## config.mk

```make
export PLATFORM = sky130hd
export DESIGN_NAME = dll_phase_offset_adder
export DESIGN_NICKNAME = d
export VERILOG_FILES = /design/src/rtl/pofs_pkg.sv /design/src/rtl/pofs_source.sv /design/src/rtl/pofs_sat.sv /design/src/rtl/pofs_hold.sv /design/src/rtl/dll_phase_offset_adder.sv
export SDC_FILE = /design/constraint.sdc
export NUM_CORES = 1
export LEC_CHECK = 0
export BUFFER_PORTS_ARGS = -buffer_cell sky130_fd_sc_hd__buf_2
export CAP_MARGIN = 20
export CORE_UTILIZATION = 40
export CTS_CLUSTER_SIZE = 30
export DETAILED_ROUTE_END_ITERATION = 12
export PLACE_DENSITY_LB_ADDON = 0.08
export SLEW_MARGIN = 10
export SYNTH_ARGS = -nofsm -noshare
export SYNTH_HDL_FRONTEND = slang
export SYNTH_HIERARCHICAL = 1
export SYNTH_SLANG_ARGS = --single-unit
```

## constraint.sdc

```tcl
create_clock -name clk -period 0.9 [get_ports clk]
set_clock_uncertainty 0.2 [all_clocks]
set_input_delay 0.18 -clock clk [delete_from_list [all_inputs] [get_ports clk]]
set_output_delay 0.18 -clock clk [all_outputs]
set_load 0.01 [all_outputs]
```

## src/rtl/pofs_pkg.sv

```systemverilog
package pofs_pkg;
  localparam int SET_W = 6;
  localparam int ACC_W = SET_W + 2;

  // Upper clamp bound for the selected frequency mode
  function automatic logic [SET_W-1:0] mode_ceiling(input bit high_freq);
    logic [SET_W-1:0] c;
    if (high_freq) c = SET_W'((1 << (SET_W - 1)) - 1);
    else           c = SET_W'((1 << SET_W) - 1);
    return c;
  endfunction

  // Signed offset applied to the loop setting
  function automatic logic signed [ACC_W-1:0] pick_offset(
    input bit                 dynamic_mode,
    input int                 static_ofs,
    input logic [SET_W-1:0]   magnitude,
    input logic               subtract
  );
    logic signed [ACC_W-1:0] mag_s;
    mag_s = $signed({2'b00, magnitude});
    if (dynamic_mode) return subtract ? -mag_s : mag_s;
    else              return ACC_W'(static_ofs);
  endfunction

  // Widen the setting and add the offset
  function automatic logic signed [ACC_W-1:0] widen_add(
    input logic [SET_W-1:0]        setting,
    input logic signed [ACC_W-1:0] ofs
  );
    return $signed({2'b00, setting}) + ofs;
  endfunction

  // Clamp a signed sum into 0..ceiling
  function automatic logic [SET_W-1:0] saturate(
    input logic signed [ACC_W-1:0] v,
    input logic [SET_W-1:0]        ceiling
  );
    logic [SET_W-1:0] r;
    if (v < 0)                                     r = '0;
    else if (v > $signed({2'b00, ceiling}))        r = ceiling;
    else                                           r = v[SET_W-1:0];
    return r;
  endfunction
endpackage

```

## src/rtl/pofs_source.sv

```systemverilog
module pofs_source
  import pofs_pkg::*;
#(
  parameter bit DYNAMIC    = 1'b0,
  parameter int STATIC_OFS = 0
) (
  input  logic [SET_W-1:0]        mag,
  input  logic                    sub,
  output logic signed [ACC_W-1:0] ofs
);
  always_comb ofs = pick_offset(DYNAMIC, STATIC_OFS, mag, sub);

  initial begin
    AST_STATIC_RANGE: assert (STATIC_OFS >= -63 && STATIC_OFS <= 63);
  end
endmodule

```

## src/rtl/pofs_sat.sv

```systemverilog
module pofs_sat
  import pofs_pkg::*;
#(
  parameter bit HIGH_FREQ = 1'b0
) (
  input  logic                    clk,
  input  logic                    rst_n,
  input  logic [SET_W-1:0]        setting,
  input  logic signed [ACC_W-1:0] ofs,
  output logic [SET_W-1:0]        clamped
);
  localparam logic [SET_W-1:0] CEIL = mode_ceiling(HIGH_FREQ);

  logic signed [ACC_W-1:0] raw_sum;
  logic                    under_zero;
  logic                    over_ceil;

  always_comb begin
    raw_sum    = widen_add(setting, ofs);
    under_zero = raw_sum < 0;
    over_ceil  = raw_sum > $signed({2'b00, CEIL});
    clamped    = saturate(raw_sum, CEIL);
  end

  AST_ZERO_FLOOR: assert property (@(posedge clk) disable iff (!rst_n)
    under_zero |-> clamped == '0);
  AST_CEIL_SAT: assert property (@(posedge clk) disable iff (!rst_n)
    over_ceil |-> clamped == CEIL);
  AST_PASS_THRU: assert property (@(posedge clk) disable iff (!rst_n)
    (!under_zero && !over_ceil) |-> clamped == raw_sum[SET_W-1:0]);
endmodule

```

## src/rtl/pofs_hold.sv

```systemverilog
module pofs_hold
  import pofs_pkg::*;
(
  input  logic             clk,
  input  logic             rst_n,
  input  logic             load,
  input  logic [SET_W-1:0] d,
  output logic [SET_W-1:0] q
);
  always_ff @(posedge clk or negedge rst_n) begin
    if (!rst_n)    q <= '0;
    else if (load) q <= d;
  end

  AST_HOLD_IDLE: assert property (@(posedge clk) disable iff (!rst_n)
    !load |=> $stable(q));
endmodule

```

## src/rtl/dll_phase_offset_adder.sv

```systemverilog
module dll_phase_offset_adder
  import pofs_pkg::*;
#(
  parameter bit HIGH_FREQ    = 1'b0,
  parameter bit A_DYNAMIC    = 1'b0,
  parameter int A_STATIC_OFS = 10,
  parameter bit B_DYNAMIC    = 1'b1,
  parameter int B_STATIC_OFS = 0
) (
  input  logic             clk,
  input  logic             rst_n,
  input  logic [5:0]       dll_set,
  input  logic             upd_en,
  input  logic [5:0]       ofs_a,
  input  logic             sub_a,
  input  logic [5:0]       ofs_b,
  input  logic             sub_b,
  output logic [5:0]       adj_a,
  output logic [5:0]       adj_b
);
  localparam int NCH = 2;
  localparam logic [SET_W-1:0] CEIL = mode_ceiling(HIGH_FREQ);

  logic [SET_W-1:0] ch_mag [NCH];
  logic             ch_sub [NCH];
  logic [SET_W-1:0] ch_out [NCH];

  always_comb begin
    ch_mag[0] = ofs_a;
    ch_mag[1] = ofs_b;
    ch_sub[0] = sub_a;
    ch_sub[1] = sub_b;
  end

  for (genvar g = 0; g < NCH; g++) begin : g_ch
    localparam bit DYN = (g == 0) ? A_DYNAMIC : B_DYNAMIC;
    localparam int SOF = (g == 0) ? A_STATIC_OFS : B_STATIC_OFS;

    logic signed [ACC_W-1:0] ofs_w;
    logic [SET_W-1:0]        next_w;

    pofs_source #(.DYNAMIC(DYN), .STATIC_OFS(SOF)) src_i (
      .mag (ch_mag[g]),
      .sub (ch_sub[g]),
      .ofs (ofs_w)
    );

    pofs_sat #(.HIGH_FREQ(HIGH_FREQ)) sat_i (
      .clk     (clk),
      .rst_n   (rst_n),
      .setting (dll_set),
      .ofs     (ofs_w),
      .clamped (next_w)
    );

    pofs_hold hold_i (
      .clk   (clk),
      .rst_n (rst_n),
      .load  (upd_en),
      .d     (next_w),
      .q     (ch_out[g])
    );
  end

  assign adj_a = ch_out[0];
  assign adj_b = ch_out[1];

  AST_OUT_CEIL_A: assert property (@(posedge clk) disable iff (!rst_n)
    adj_a <= CEIL);
  AST_OUT_CEIL_B: assert property (@(posedge clk) disable iff (!rst_n)
    adj_b <= CEIL);
  AST_RESET_ZERO: assert property (@(posedge clk)
    !rst_n |-> (adj_a == '0 && adj_b == '0));
endmodule

```

==> impl_metrics.env <==
export IMPL_maxCapViolations=0
export IMPL_cp_arrival_ns=2.42
export IMPL_fin_cells=358
export IMPL_area_delta_synth_final_pct=54.1
export IMPL_cp_buffers_inverters=2
export IMPL_grt_antenna_before_repair=0
export IMPL_drt_initial_drc_count=79
export IMPL_fin_crit_ns=2.50
export IMPL_largest_reg_flops=12
export IMPL_diodes=0
export IMPL_path_class="in -> reg"
export IMPL_hold_viol=0
export IMPL_cts_tree="yes"
export IMPL_detail_route_antenna_nets=0
export IMPL_vias=1907
export IMPL_synth_top_area_share_pct=16.3
export IMPL_max_freq_ghz=0.400
export IMPL_critPathLaunchType="primary input"
export IMPL_dp_cells=335
export IMPL_grt_pass1_wl_um=8360
export IMPL_port_buffers=27
export IMPL_grt_max_degree=15
export IMPL_finalSetupViolations=24
export IMPL_die_h_um=69.9
export IMPL_numCtsBuffers=3
export IMPL_fin_crit_sh_pct=278
export IMPL_largest_registers="g_ch.hold_i/q: 12 flops"
export IMPL_firstDrtPassIters=4
export IMPL_synth_main_ff_cell="dfrtp_1"
export IMPL_layout_nets=346
export IMPL_largest_register="g_ch.hold_i/q"
export IMPL_cp_top_family="simple AND/OR/NAND/NOR gates"
export IMPL_synth_area_um2=1840
export IMPL_overflow=0
export IMPL_place_gp_congestion=0.808
export IMPL_ys_seq_area_share_pct=16.3
export IMPL_cts_buffer_depth=2
export IMPL_ios=35
export IMPL_critPathMaxFanout=4
export IMPL_finalWirelength_um=4820
export IMPL_numClockSinks=12
export IMPL_cp_required_ns=0.81
export IMPL_synth_edf_count=0
export IMPL_clk_pin_slew_worst_paths_ns=0.05
export IMPL_path_cells="buf_12 > or4_4 > o21ai_2 > xnor2_1 > ha_1 > buf_6 > or3_4 > o211ai_1 > o211ai_2 > mux2_4"
export IMPL_dp_hpwl_um=3740
export IMPL_initial_core_util_pct=42.0
export IMPL_clk_latency_ns=0.23
export IMPL_slew_viol_final=0
export IMPL_wl_per_cell_um=13.5
export IMPL_drive_gt1_share_pct=53.9
export IMPL_n_fill_cell=381
export IMPL_slowest_stage="or4_4"
export IMPL_cpPeakStageDelay_ns=0.54
export IMPL_grt_use_total_pct=20.6
export IMPL_die_x_um=69.9
export IMPL_yosysMostFrequentCell="a21oi_1"
export IMPL_synthArstFlopShare_pct=100
export IMPL_syn_avg_cell_area_um2=8.53
export IMPL_grt_pass1_vias=1866
export IMPL_viasPerCell=5.33
export IMPL_violations="negative setup slack"
export IMPL_htreeDepth=1
export IMPL_ys_top_cells_by_count="a21oi_1 (18), inv_1 (14), ha_1 (13), dfrtp_1 (12), mux2_4 (12)"
export IMPL_synth_area_leader_cell="dfrtp_1"
export IMPL_cp_end_kind="flip-flop"
export IMPL_die_area_um2=4880
export IMPL_synth_area_top_cells="dfrtp_1 (16%), mux2_4 (9.8%), ha_1 (8.8%)"
export IMPL_leakage_nw=1.31
export IMPL_ys_types=48
export IMPL_core_area_um2=4380
export IMPL_rsz0062_at_grt="true"
export IMPL_irDropWorstVdd_v=0.000574
export IMPL_ys_ff_latch=12
export IMPL_placementRows=24
export IMPL_layout_setup_ws_ns=-1.60
export IMPL_ys_warn_count=6
export IMPL_drc=0
export IMPL_synth_cells=216
export IMPL_power_density_nw_per_um2=1200
export IMPL_hold_class="in -> async"
export IMPL_pre_cts_slack_ns=-1.95
export IMPL_outcome="complete, but fails checks"
export IMPL_root_buffer="clkbuf_8"
## worst register-to-register path, stage by stage, from the launching register on
cell	delay (ns)
dfrtp_1	0.38
buf_4	0.13
mux2_4	0.25
## area by class of cell
type	count	area, µm²	share of cell area, %
repair buffers	98	743	26.2
flip-flops and latches	12	300	10.6
multi-input cells	177	1600	56.5
clock buffers	3	41.3	1.45
inverters	16	85.1	3.00
well taps	52	65.1	2.29
## report_power, final
| group | switching (mW) | leakage (nW) | internal, mW |
|---|---|---|---|
| combinational | 1.01 | 1.14 | 1.24 |
| clock | 0.157 | 0.0216 | 0.291 |
| sequential | 0.0515 | 0.151 | 0.653 |
## placed cells by master, fill, tap and decap left out, drive strengths merged, types with 4 or more instances in the layout
| master | count |
|---|---|
| a211oi | 6 |
| a21o | 4 |
| a21oi | 18 |
| a31oi | 4 |
| and3 | 6 |
| buf | 97 |
| conb | 8 |
| dfrtp | 12 |
| ha | 13 |
| inv | 16 |
| mux2 | 14 |
| nand2 | 10 |
| nand3 | 6 |
| nor2 | 10 |
| nor2b | 4 |
| o2111ai | 8 |
| o211ai | 6 |
| o21ai | 16 |
| xnor2 | 7 |
## worst paths after layout
| path | start | to | slack, ns | depth (start not counted) |
|---|---|---|---|---|
| worst min register to register | g_ch[1].hold_i/q[4] | g_ch[1].hold_i/q[4] | 0.39 | 2 |
| max in group asynchronous | rst_n | g_ch[0].hold_i/q[5] | 0.14 | 2 |
| worst max register to register | g_ch[0].hold_i/q[1] | g_ch[0].hold_i/q[1] | -0.18 | 2 |
| min in group clk | upd_en | g_ch[1].hold_i/q[0] | 0.19 | 3 |
| worst max-delay path | ofs_b[1] | g_ch[1].hold_i/q[5] | -1.60 | 10 |
| worst min-delay path | rst_n | g_ch[1].hold_i/q[3] | 0.15 | 2 |
## logic make-up after synthesis
| group | Yosys count | share of synthesized area (%) |
|---|---|---|
| AOI/OAI and AO/OA | 73 | 28.5 |
| xor gates and xnor gates | 8 | 3.80 |
| adders and majority gates | 15 | 11.0 |
| buffers and inverters | 33 | 9.92 |
| DFF | 12 | 16.3 |
| muxes | 16 | 12.1 |
| other | 2 | 0.408 |
| and+or+nand+nor | 57 | 18.0 |
## what timing repair did
action                                  4_1_cts  5_1_grt
hold endpoints to repair                     12        0
pin swaps                                    25       19
gates resized for setup                      23       15
buffers inserted                             19        0
hold buffers                                  1        0
endpoints found under the setup margin       24       24
## layer usage
metal / part of all wire (%) / GRT usage [%] / vias up
li1: - / - / 982
met1: 50 / 28.0 / 889
met2: 47 / 36.5 / 34
met3: 2.1 / 0.722 / 2
met4: 0.25 / 3.56 / 0
met5: 0 / 0 / -
## metrics by stage
stage / setup TNS (ns) / cell area, µm² / hold slack, ns / utilization [%] / power [mW]
after detailed placement: -18.34 / 2500 / -0.140 / 56.9 / 2.57
after floorplan: -13.79 / 2030 / -0.316 / - / 1.94
after global routing: -18.26 / 2840 / 0.168 / 64.8 / 3.64
after global placement: -18.21 / 2500 / -0.137 / 56.9 / 2.55
after CTS: -16.93 / 2770 / 0.152 / 63.2 / 3.31
final: -17.06 / 2840 / 0.147 / 64.8 / 3.40
Power figures use the tool's default switching activity.
